## config.mk

```make
export PLATFORM = sky130hd
export DESIGN_NAME = pin_edge_irq
export DESIGN_NICKNAME = d
export VERILOG_FILES = /design/src/rtl/pin_edge_irq_pkg.sv /design/src/rtl/pei_sync.sv /design/src/rtl/pei_edge.sv /design/src/rtl/pei_regs.sv /design/src/rtl/pin_edge_irq.sv
export SDC_FILE = /design/constraint.sdc
export NUM_CORES = 1
export LEC_CHECK = 0
export BUFFER_PORTS_ARGS = -buffer_cell sky130_fd_sc_hd__buf_2
export CAP_MARGIN = 10
export CORE_MARGIN = 4
export CORE_UTILIZATION = 48
export DETAILED_ROUTE_END_ITERATION = 10
export PLACE_DENSITY_LB_ADDON = 0.2
export REMOVE_ABC_BUFFERS = 1
export SYNTH_ARGS = -nofsm -noshare
export SYNTH_HDL_FRONTEND = slang
export SYNTH_SLANG_ARGS = --single-unit
```

## constraint.sdc

```tcl
create_clock -name clk -period 2.6 [get_ports clk]
set_input_delay 0.13 -clock clk [delete_from_list [all_inputs] [get_ports clk]]
set_output_delay 0.13 -clock clk [all_outputs]
set_load 0.005 [all_outputs]
```

## src/rtl/pin_edge_irq_pkg.sv

```systemverilog
// Shared types for the pin edge interrupt controller.
package pin_edge_irq_pkg;

    // Which register a bus address selects.
    typedef enum logic [1:0] {
        RSEL_NONE = 2'd0,
        RSEL_POL  = 2'd1,
        RSEL_FLG  = 2'd2,
        RSEL_ENA  = 2'd3
    } reg_sel_e;

endpackage

```

## src/rtl/pei_sync.sv

```systemverilog
// Two-stage synchronizer, one per pin.
// Assumes pins are asynchronous to clk. Resets to all zero.
module pei_sync #(
    parameter int unsigned NPINS = 8
) (
    input  logic             clk,
    input  logic             rst_n,
    input  logic [NPINS-1:0] pin_i,
    output logic [NPINS-1:0] lvl_o
);

    genvar gi;
    generate
        for (gi = 0; gi < NPINS; gi++) begin : g_pin
            logic meta_q;
            logic stab_q;

            // Clock the pin through two flops.
            always_ff @(posedge clk) begin
                if (!rst_n) begin
                    meta_q <= 1'b0;
                    stab_q <= 1'b0;
                end else begin
                    meta_q <= pin_i[gi];
                    stab_q <= meta_q;
                end
            end

            assign lvl_o[gi] = stab_q;
        end
    endgenerate

endmodule

```

## src/rtl/pei_edge.sv

```systemverilog
// Polarity-adjusted edge detector.
// Adjusted level = synchronized level XOR polarity bit.
// An edge is a 0->1 step of the adjusted level, so a polarity change on a
// steady pin may also count. The edge output is combinational and lasts one cycle.
module pei_edge #(
    parameter int unsigned NPINS = 8
) (
    input  logic             clk,
    input  logic             rst_n,
    input  logic [NPINS-1:0] lvl_i,
    input  logic [NPINS-1:0] pol_i,
    output logic [NPINS-1:0] edge_o
);

    logic [NPINS-1:0] adj;
    logic [NPINS-1:0] prev_q;

    // Fold the polarity into the level.
    always_comb adj = lvl_i ^ pol_i;

    // Remember the adjusted level of the previous cycle.
    always_ff @(posedge clk) begin
        if (!rst_n) prev_q <= '0;
        else        prev_q <= adj;
    end

    // An edge is the adjusted level now high and previously low.
    always_comb edge_o = adj & ~prev_q;

endmodule

```

## src/rtl/pei_regs.sv

```systemverilog
// Register file and request generator.
// Holds the polarity, flag and enable bytes and decodes the bus.
// Edges OR into the flags after any flag write, so an edge wins over a clear.
// Read data is combinational. The request is registered.
module pei_regs
    import pin_edge_irq_pkg::*;
#(
    parameter int unsigned NPINS = 8,
    parameter int unsigned AW    = 9,
    parameter int unsigned A_POL = 'h17,
    parameter int unsigned A_FLG = 'h18,
    parameter int unsigned A_ENA = 'h19
) (
    input  logic             clk,
    input  logic             rst_n,
    input  logic [AW-1:0]    bus_addr,
    input  logic             bus_we,
    input  logic [NPINS-1:0] bus_wdata,
    input  logic [NPINS-1:0] edge_i,
    output logic [NPINS-1:0] pol_q,
    output logic [NPINS-1:0] flag_q,
    output logic [NPINS-1:0] ena_q,
    output logic [NPINS-1:0] bus_rdata,
    output logic             irq_o
);

    reg_sel_e         sel;
    logic [NPINS-1:0] flag_base;

    // Decode the address into a register select.
    always_comb begin
        if (bus_addr == AW'(A_POL))      sel = RSEL_POL;
        else if (bus_addr == AW'(A_FLG)) sel = RSEL_FLG;
        else if (bus_addr == AW'(A_ENA)) sel = RSEL_ENA;
        else                             sel = RSEL_NONE;
    end

    // Polarity register.
    always_ff @(posedge clk) begin
        if (!rst_n)                          pol_q <= '0;
        else if (bus_we && sel == RSEL_POL)  pol_q <= bus_wdata;
    end

    // Flag base: the written byte on a flag write, otherwise the held flags.
    always_comb flag_base = (bus_we && sel == RSEL_FLG) ? bus_wdata : flag_q;

    // Flag register: edges set bits on top of the base.
    always_ff @(posedge clk) begin
        if (!rst_n) flag_q <= '0;
        else        flag_q <= flag_base | edge_i;
    end

    // Enable register.
    always_ff @(posedge clk) begin
        if (!rst_n)                          ena_q <= '0;
        else if (bus_we && sel == RSEL_ENA)  ena_q <= bus_wdata;
    end

    // Registered request: any enabled flag.
    always_ff @(posedge clk) begin
        if (!rst_n) irq_o <= 1'b0;
        else        irq_o <= |(flag_q & ena_q);
    end

    // Read mux; unmapped addresses return zero.
    always_comb begin
        unique case (sel)
            RSEL_POL: bus_rdata = pol_q;
            RSEL_FLG: bus_rdata = flag_q;
            RSEL_ENA: bus_rdata = ena_q;
            default:  bus_rdata = '0;
        endcase
    end

endmodule

```

## src/rtl/pin_edge_irq.sv

```systemverilog
// Edge-selectable pin interrupt controller, top level.
// Chain: synchronizer -> polarity edge detector -> flags, then masked OR.
// Assumes a single clock domain for the bus and a synchronous active-low reset.
module pin_edge_irq #(
    parameter int unsigned NPINS = 8,
    parameter int unsigned AW    = 9,
    parameter int unsigned A_POL = 'h17,
    parameter int unsigned A_FLG = 'h18,
    parameter int unsigned A_ENA = 'h19
) (
    input  logic             clk,
    input  logic             rst_n,
    input  logic [NPINS-1:0] pin_i,
    input  logic [AW-1:0]    bus_addr,
    input  logic             bus_we,
    input  logic [NPINS-1:0] bus_wdata,
    output logic [NPINS-1:0] bus_rdata,
    output logic             irq_o
);

    logic [NPINS-1:0] lvl;
    logic [NPINS-1:0] edge_v;
    logic [NPINS-1:0] pol_q;
    logic [NPINS-1:0] flag_q;
    logic [NPINS-1:0] ena_q;

    pei_sync #(.NPINS(NPINS)) u_sync (
        .clk   (clk),
        .rst_n (rst_n),
        .pin_i (pin_i),
        .lvl_o (lvl)
    );

    pei_edge #(.NPINS(NPINS)) u_edge (
        .clk    (clk),
        .rst_n  (rst_n),
        .lvl_i  (lvl),
        .pol_i  (pol_q),
        .edge_o (edge_v)
    );

    pei_regs #(
        .NPINS (NPINS),
        .AW    (AW),
        .A_POL (A_POL),
        .A_FLG (A_FLG),
        .A_ENA (A_ENA)
    ) u_regs (
        .clk       (clk),
        .rst_n     (rst_n),
        .bus_addr  (bus_addr),
        .bus_we    (bus_we),
        .bus_wdata (bus_wdata),
        .edge_i    (edge_v),
        .pol_q     (pol_q),
        .flag_q    (flag_q),
        .ena_q     (ena_q),
        .bus_rdata (bus_rdata),
        .irq_o     (irq_o)
    );

endmodule

```

==> After elaboration in Yosys (flattened, before gate mapping) <==
Index checks and enable logic that the tools add are counted.
{ "word_totals": {"regBits": 49, "in_bits": 28, "out_inout_bits": 9, "elab_cells": 41} }
{ "classes": {"n_eq_ne": 6, "mux": 5, "n_bitwise": 5, "n_reduce_logical": 4} }
{ "op_table": {"columns": ["cell", "count"], "rows": [
  ["== test 9 x 5 -> 1 bit, second input constant", 3],
  ["case mux 8 bit (3 select lines)", 1],
  ["bitwise AND 8 bit", 2],
  ["two-way mux 8 bit", 1],
  ["inverter 8 bit", 1],
  ["OR 8 bit", 1],
  ["OR reduction 8 bit", 1],
  ["XOR 8 bit", 1],
  ["two-way mux 2 bit", 3],
  ["== test 2 bit, second input constant", 2],
  ["logical AND 1 bit", 3],
  ["== test 2 x 1 -> 1 bit, second input constant", 1]
]} }

==> Logic depth before layout (Yosys ltp) <==
{ "depth": {"ltp_word": 8, "ltp_mapped": 6, "depth_no_buf": 3} }

==> By module <==
From an unflattened synthesis, not the netlist that was laid out.
{ "hier_totals": {"hier_cells": 222, "area_unflattened_um2": 2174.6} }
{ "by_module_without_submodules": {"columns": ["mod", "instances", "cells_each", "area_per_inst_um2", "seq_area_each_um2"], "rows": [
  ["pei_regs", 1, 149, 1351.3, 500.5],
  ["pei_sync", 1, 41, 506.7, 320.3],
  ["pei_edge", 1, 32, 316.6, 160.2]
]} }

==> Worst setup path after synthesis <==
No wires, ideal clock.
{ "synth_path": {"path_type": "input-to-reg", "from": "input port bus_addr[8]", "to": "register u_regs.flag_q[5]", "setup_time_ps": 76, "arrival_ps": 1543, "required_ps": 2524, "setup_slack_ps": 981, "cell_stages": 5, "path_buffers": 2, "cell_sequence": "or4b_1 -> buf_2 -> buf_6 -> or4_1 -> a31oi_1"} }
{ "synth_via": {"elab_chain_cells": 8} }
{ "synth_lines": {"columns": ["element", "line_no", "rtl"], "rows": [
  ["from (decl)", "pin_edge_irq.sv:14", "input logic [AW-1:0] bus_addr,"],
  ["== test 9 x 5 -> 1 bit", "pei_regs.sv:34", "else if (bus_addr == AW'(A_ENA)) sel = RSEL_ENA;"],
  ["two-way mux 2 bit", "pei_regs.sv:34", null],
  ["two-way mux 2 bit", "pei_regs.sv:33", "else if (bus_addr == AW'(A_FLG)) sel = RSEL_FLG;"],
  ["two-way mux 2 bit *", "pei_regs.sv:32", "if (bus_addr == AW'(A_POL)) sel = RSEL_POL;"],
  ["== test 2 bit *", "pei_regs.sv:45", "always_comb flag_base = (bus_we && sel == RSEL_FLG) ? bus_wdata : flag_q;"],
  ["logical AND 1 bit *", "pei_regs.sv:45", null],
  ["two-way mux 8 bit *", "pei_regs.sv:45", null],
  ["OR 8 bit *", "pei_regs.sv:50", "else flag_q <= flag_base | edge_i;"],
  ["to (signal assigned)", "pei_regs.sv:50", null],
  ["to (decl)", "pei_regs.sv:21", "output logic [NPINS-1:0] flag_q,"]
]} }
Every way passes the cells marked *; elsewhere a longest branch is shown, timed or not.
A chain may end at the register's enable or synchronous reset.

==> Final worst setup path <==
Ends and elaborated chain as after synthesis.

==> run_results.csv <==
group,metric,value,unit
finish,layoutNonFillerInstCount,297,
power_and_ir_drop,pwr-share-clk,31.8,%
floorplan,rows,23,
finish,final_util,57.6,%
route,drc,0,
power_and_ir_drop,power_switching_share,22.1,%
power_and_ir_drop,p_seq_share,60.1,%
clock_tree,insertion_delay,0.29,ns
timing,worst_pin_slew,0.578,ns
logic_synthesis,yosysMostFrequentCell,"dfxtp_1",
critical_path,cp.required,2.82,ns
route,ant_nets,0,
logic_synthesis,yosysTopAreaCellShare,46.3,%
finish,fin_area,2390,sq um
floorplan,io_pins,37,
clock_tree,hold_buffers,0,
route,routed_wl,4.24,mm
finish,diodes,0,
finish,seq_area,981,sq um
place,dpl.hpwl,2.80,mm
logic_synthesis,ys_types,25,
clock_tree,cts_tree,"built",
timing,grt_setup_unrepaired,"false",
place,pre_cts_ws,0.763,ns
place,placed_cells,289,
timing,hold_viol_final,0,
timing,finalCritPeriodShare,59.8,%
flow_run,drv_cap,0,
floorplan,initial_core_util,51.2,%
route,drtPass1Iterations,4,
power_and_ir_drop,total_power,1.30,mW
finish,multi_input_area,1060,sq um
clock_tree,cts_setup_buffers,0,
power_and_ir_drop,p_int,1.01,mW
place,placed_area,2310,sq um
timing,skew,0.00610,ns
critical_path,slowest_delay,0.78,ns
logic_synthesis,synth_area,2120,sq um
route,wl_per_cell,14.3,um
logic_synthesis,synth.avg_cell_area,9.73,sq um
critical_path,critical_path_arrival,1.78,ns
timing,holdWs,0.0364,ns
logic_synthesis,synth_seq_cells,49,
global_route,antenna_found_initial,0,
worst_hold_path,hold_class,"in2reg",
clock_tree,cts-root-buf,"clkbuf_8",
logic_synthesis,synthFlopType,"dfxtp_1",
status,outcome,"complete, no violations",
critical_path,cp_top_family,"simple AND/OR/NAND/NOR gates",
logic_synthesis,synth_area_leaders,"dfxtp_1, mux2i_1, and2_1, nand2_1, a2bb2oi_1",
critical_path,critPathSlowestCell,"or4b_1",
logic_synthesis,synth_common_cells,"dfxtp_1, and2_1, mux2i_1, nand2_1, clkbuf_1",
logic_synthesis,ys_seq_area_share,46.3,%
clock_tree,clkTransAtPathRegs,0.08,ns
power_and_ir_drop,cellPowerDensity,543,nW/um^2
clock_tree,clkSinkCount,49,
timing,final-max-slew-violation-count,0,
timing,setup_viol,0,
logic_synthesis,synth_edf_count,0,
critical_path,cp_num_buf_inv,1,
critical_path,critical_path.startpoint_type,"input pin",
timing,fmax,643,MHz
global_route,grt_max_degree,26,
finish,fill_cells,374,
timing,min_period,1.56,ns
logic_synthesis,netlist_instances,218,
finish,synthToLayoutAreaGrowth,12.6,%
critical_path,crit_path_cell_trace,"buf_2 > or4b_1 > or4_1 > a31oi_1",
clock_tree,cts_max_level,2,
floorplan,die_w,74.5,um
critical_path,cp_max_fo,16,
power_and_ir_drop,p_leak,0.996,nW
clock_tree,cts.path.max_buffers,2,
route,num_vias,1630,
global_route,grt_pass1_vias,1547,
timing,finalSetupTns,0,ns
logic_synthesis,synth_top_cell_by_area,"dfxtp_1",
clock_tree,cts_made_buffers,5,
logic_synthesis,synthArstFlopShare,0,%
floorplan,die_y,74.5,um
critical_path,crit_path_end_kind,"flip-flop",
timing,layout_setup_ws,1.04,ns
power_and_ir_drop,switchingPower,0.287,mW
global_route,grt_pass1_wl,7.26,mm
global_route,gr-usage-all-layers,17.0,%
critical_path,critPathKind,"in2reg",
floorplan,design.die.area,5550,sq um
route,viasPerCell,5.49,
finish,drive_gt1_share,18.2,%
place,gp_congestion,0.750,
clock_tree,cts_resized,0,
finish,nNetsFinal,274,
global_route,grt-ovfl-total,0,
place,io_buffer_count,36,
floorplan,core_region_area,4140,sq um
power_and_ir_drop,ir_drop,0.309,mV
critical_path,rrSetupSlack,1.69,ns
logic_synthesis,yosysWarnings,0,
timing,max-slew-margin-rel,61.4,%
route,drtIter0Drc,128,
power_and_ir_drop,comb_power_share,8.0,%
## area by class of cell
| type | instances | area share (%) |
|---|---|---|
| tap | 50 | 2.62 |
| sequential | 49 | 41.1 |
| clock buffer | 8 | 3.35 |
| timing repair buffer | 39 | 8.49 |
| inverter | 1 | 0.157 |
| multi-input combinational | 150 | 44.3 |
## worst paths after layout
| kind | start | to | cells after the start |
|---|---|---|---|
| setup / recovery | bus_addr[8] | u_regs.flag_q[5] | 4 |
| hold / removal | pin_i[6] | u_sync.g_pin[6].meta_q | 2 |
| setup reg to reg | u_regs.pol_q[7] | u_regs.flag_q[7] | 3 |
| hold reg to reg | u_sync.g_pin[7].meta_q | u_sync.g_pin[7].stab_q | 1 |
## layer usage
metal	GRT usage [%]	routed length, um
met4	4.74	31
met5	0	0
met2	26.6	1880
met1	23.7	2100
met3	3.78	221
## cells in the final DEF, fill, tap and decap left out, drive strengths merged
cell type and n:
dfxtp 49, or4b 1, nand4b 1, nand2 24, a41oi 1, nor2 8
clkbuf 8, nor4b 1, or3b 1, a22oi 4, a2bb2oi 8, nand2b 10
nor4bb 1, clkinv 1, mux2i 24, buf 39, and4b 2, nand3b 8
and2 24, o41ai 8, a31oi 8, or4 8, xor2 8
## sequential cells by signal (all words and copies together), names as in the netlist
name / cells
u_edge.prev_q: 8
u_regs.ena_q: 8
u_regs.flag_q: 8
u_regs.pol_q: 8
u_sync.g_pin.meta_q: 8
u_sync.g_pin.stab_q: 8
u_regs.irq_o: 1
## power by group through the flow
stage / clock network (mW) / registers, mW / logic, mW
floorplan: 0 / 0.796 / 0.0513
global placement: 0 / 0.798 / 0.103
detailed placement: 0 / 0.798 / 0.104
CTS: 0.434 / 0.781 / 0.105
global route: 0.460 / 0.783 / 0.118
finish: 0.413 / 0.781 / 0.104
## cell families (layout without fill, tap and decap cells)
logic type | count (synthesis) | after routing | share of synthesized area, %
simple gates | 89 | 89 | 24.5
flops | 49 | 49 | 46.3
compound gates | 29 | 29 | 10.8
mux | 24 | 24 | 11.3
buf+inv | 19 | 48 | 3.83
xor+xnor | 8 | 8 | 3.30
(Power assumes the default switching activity.)
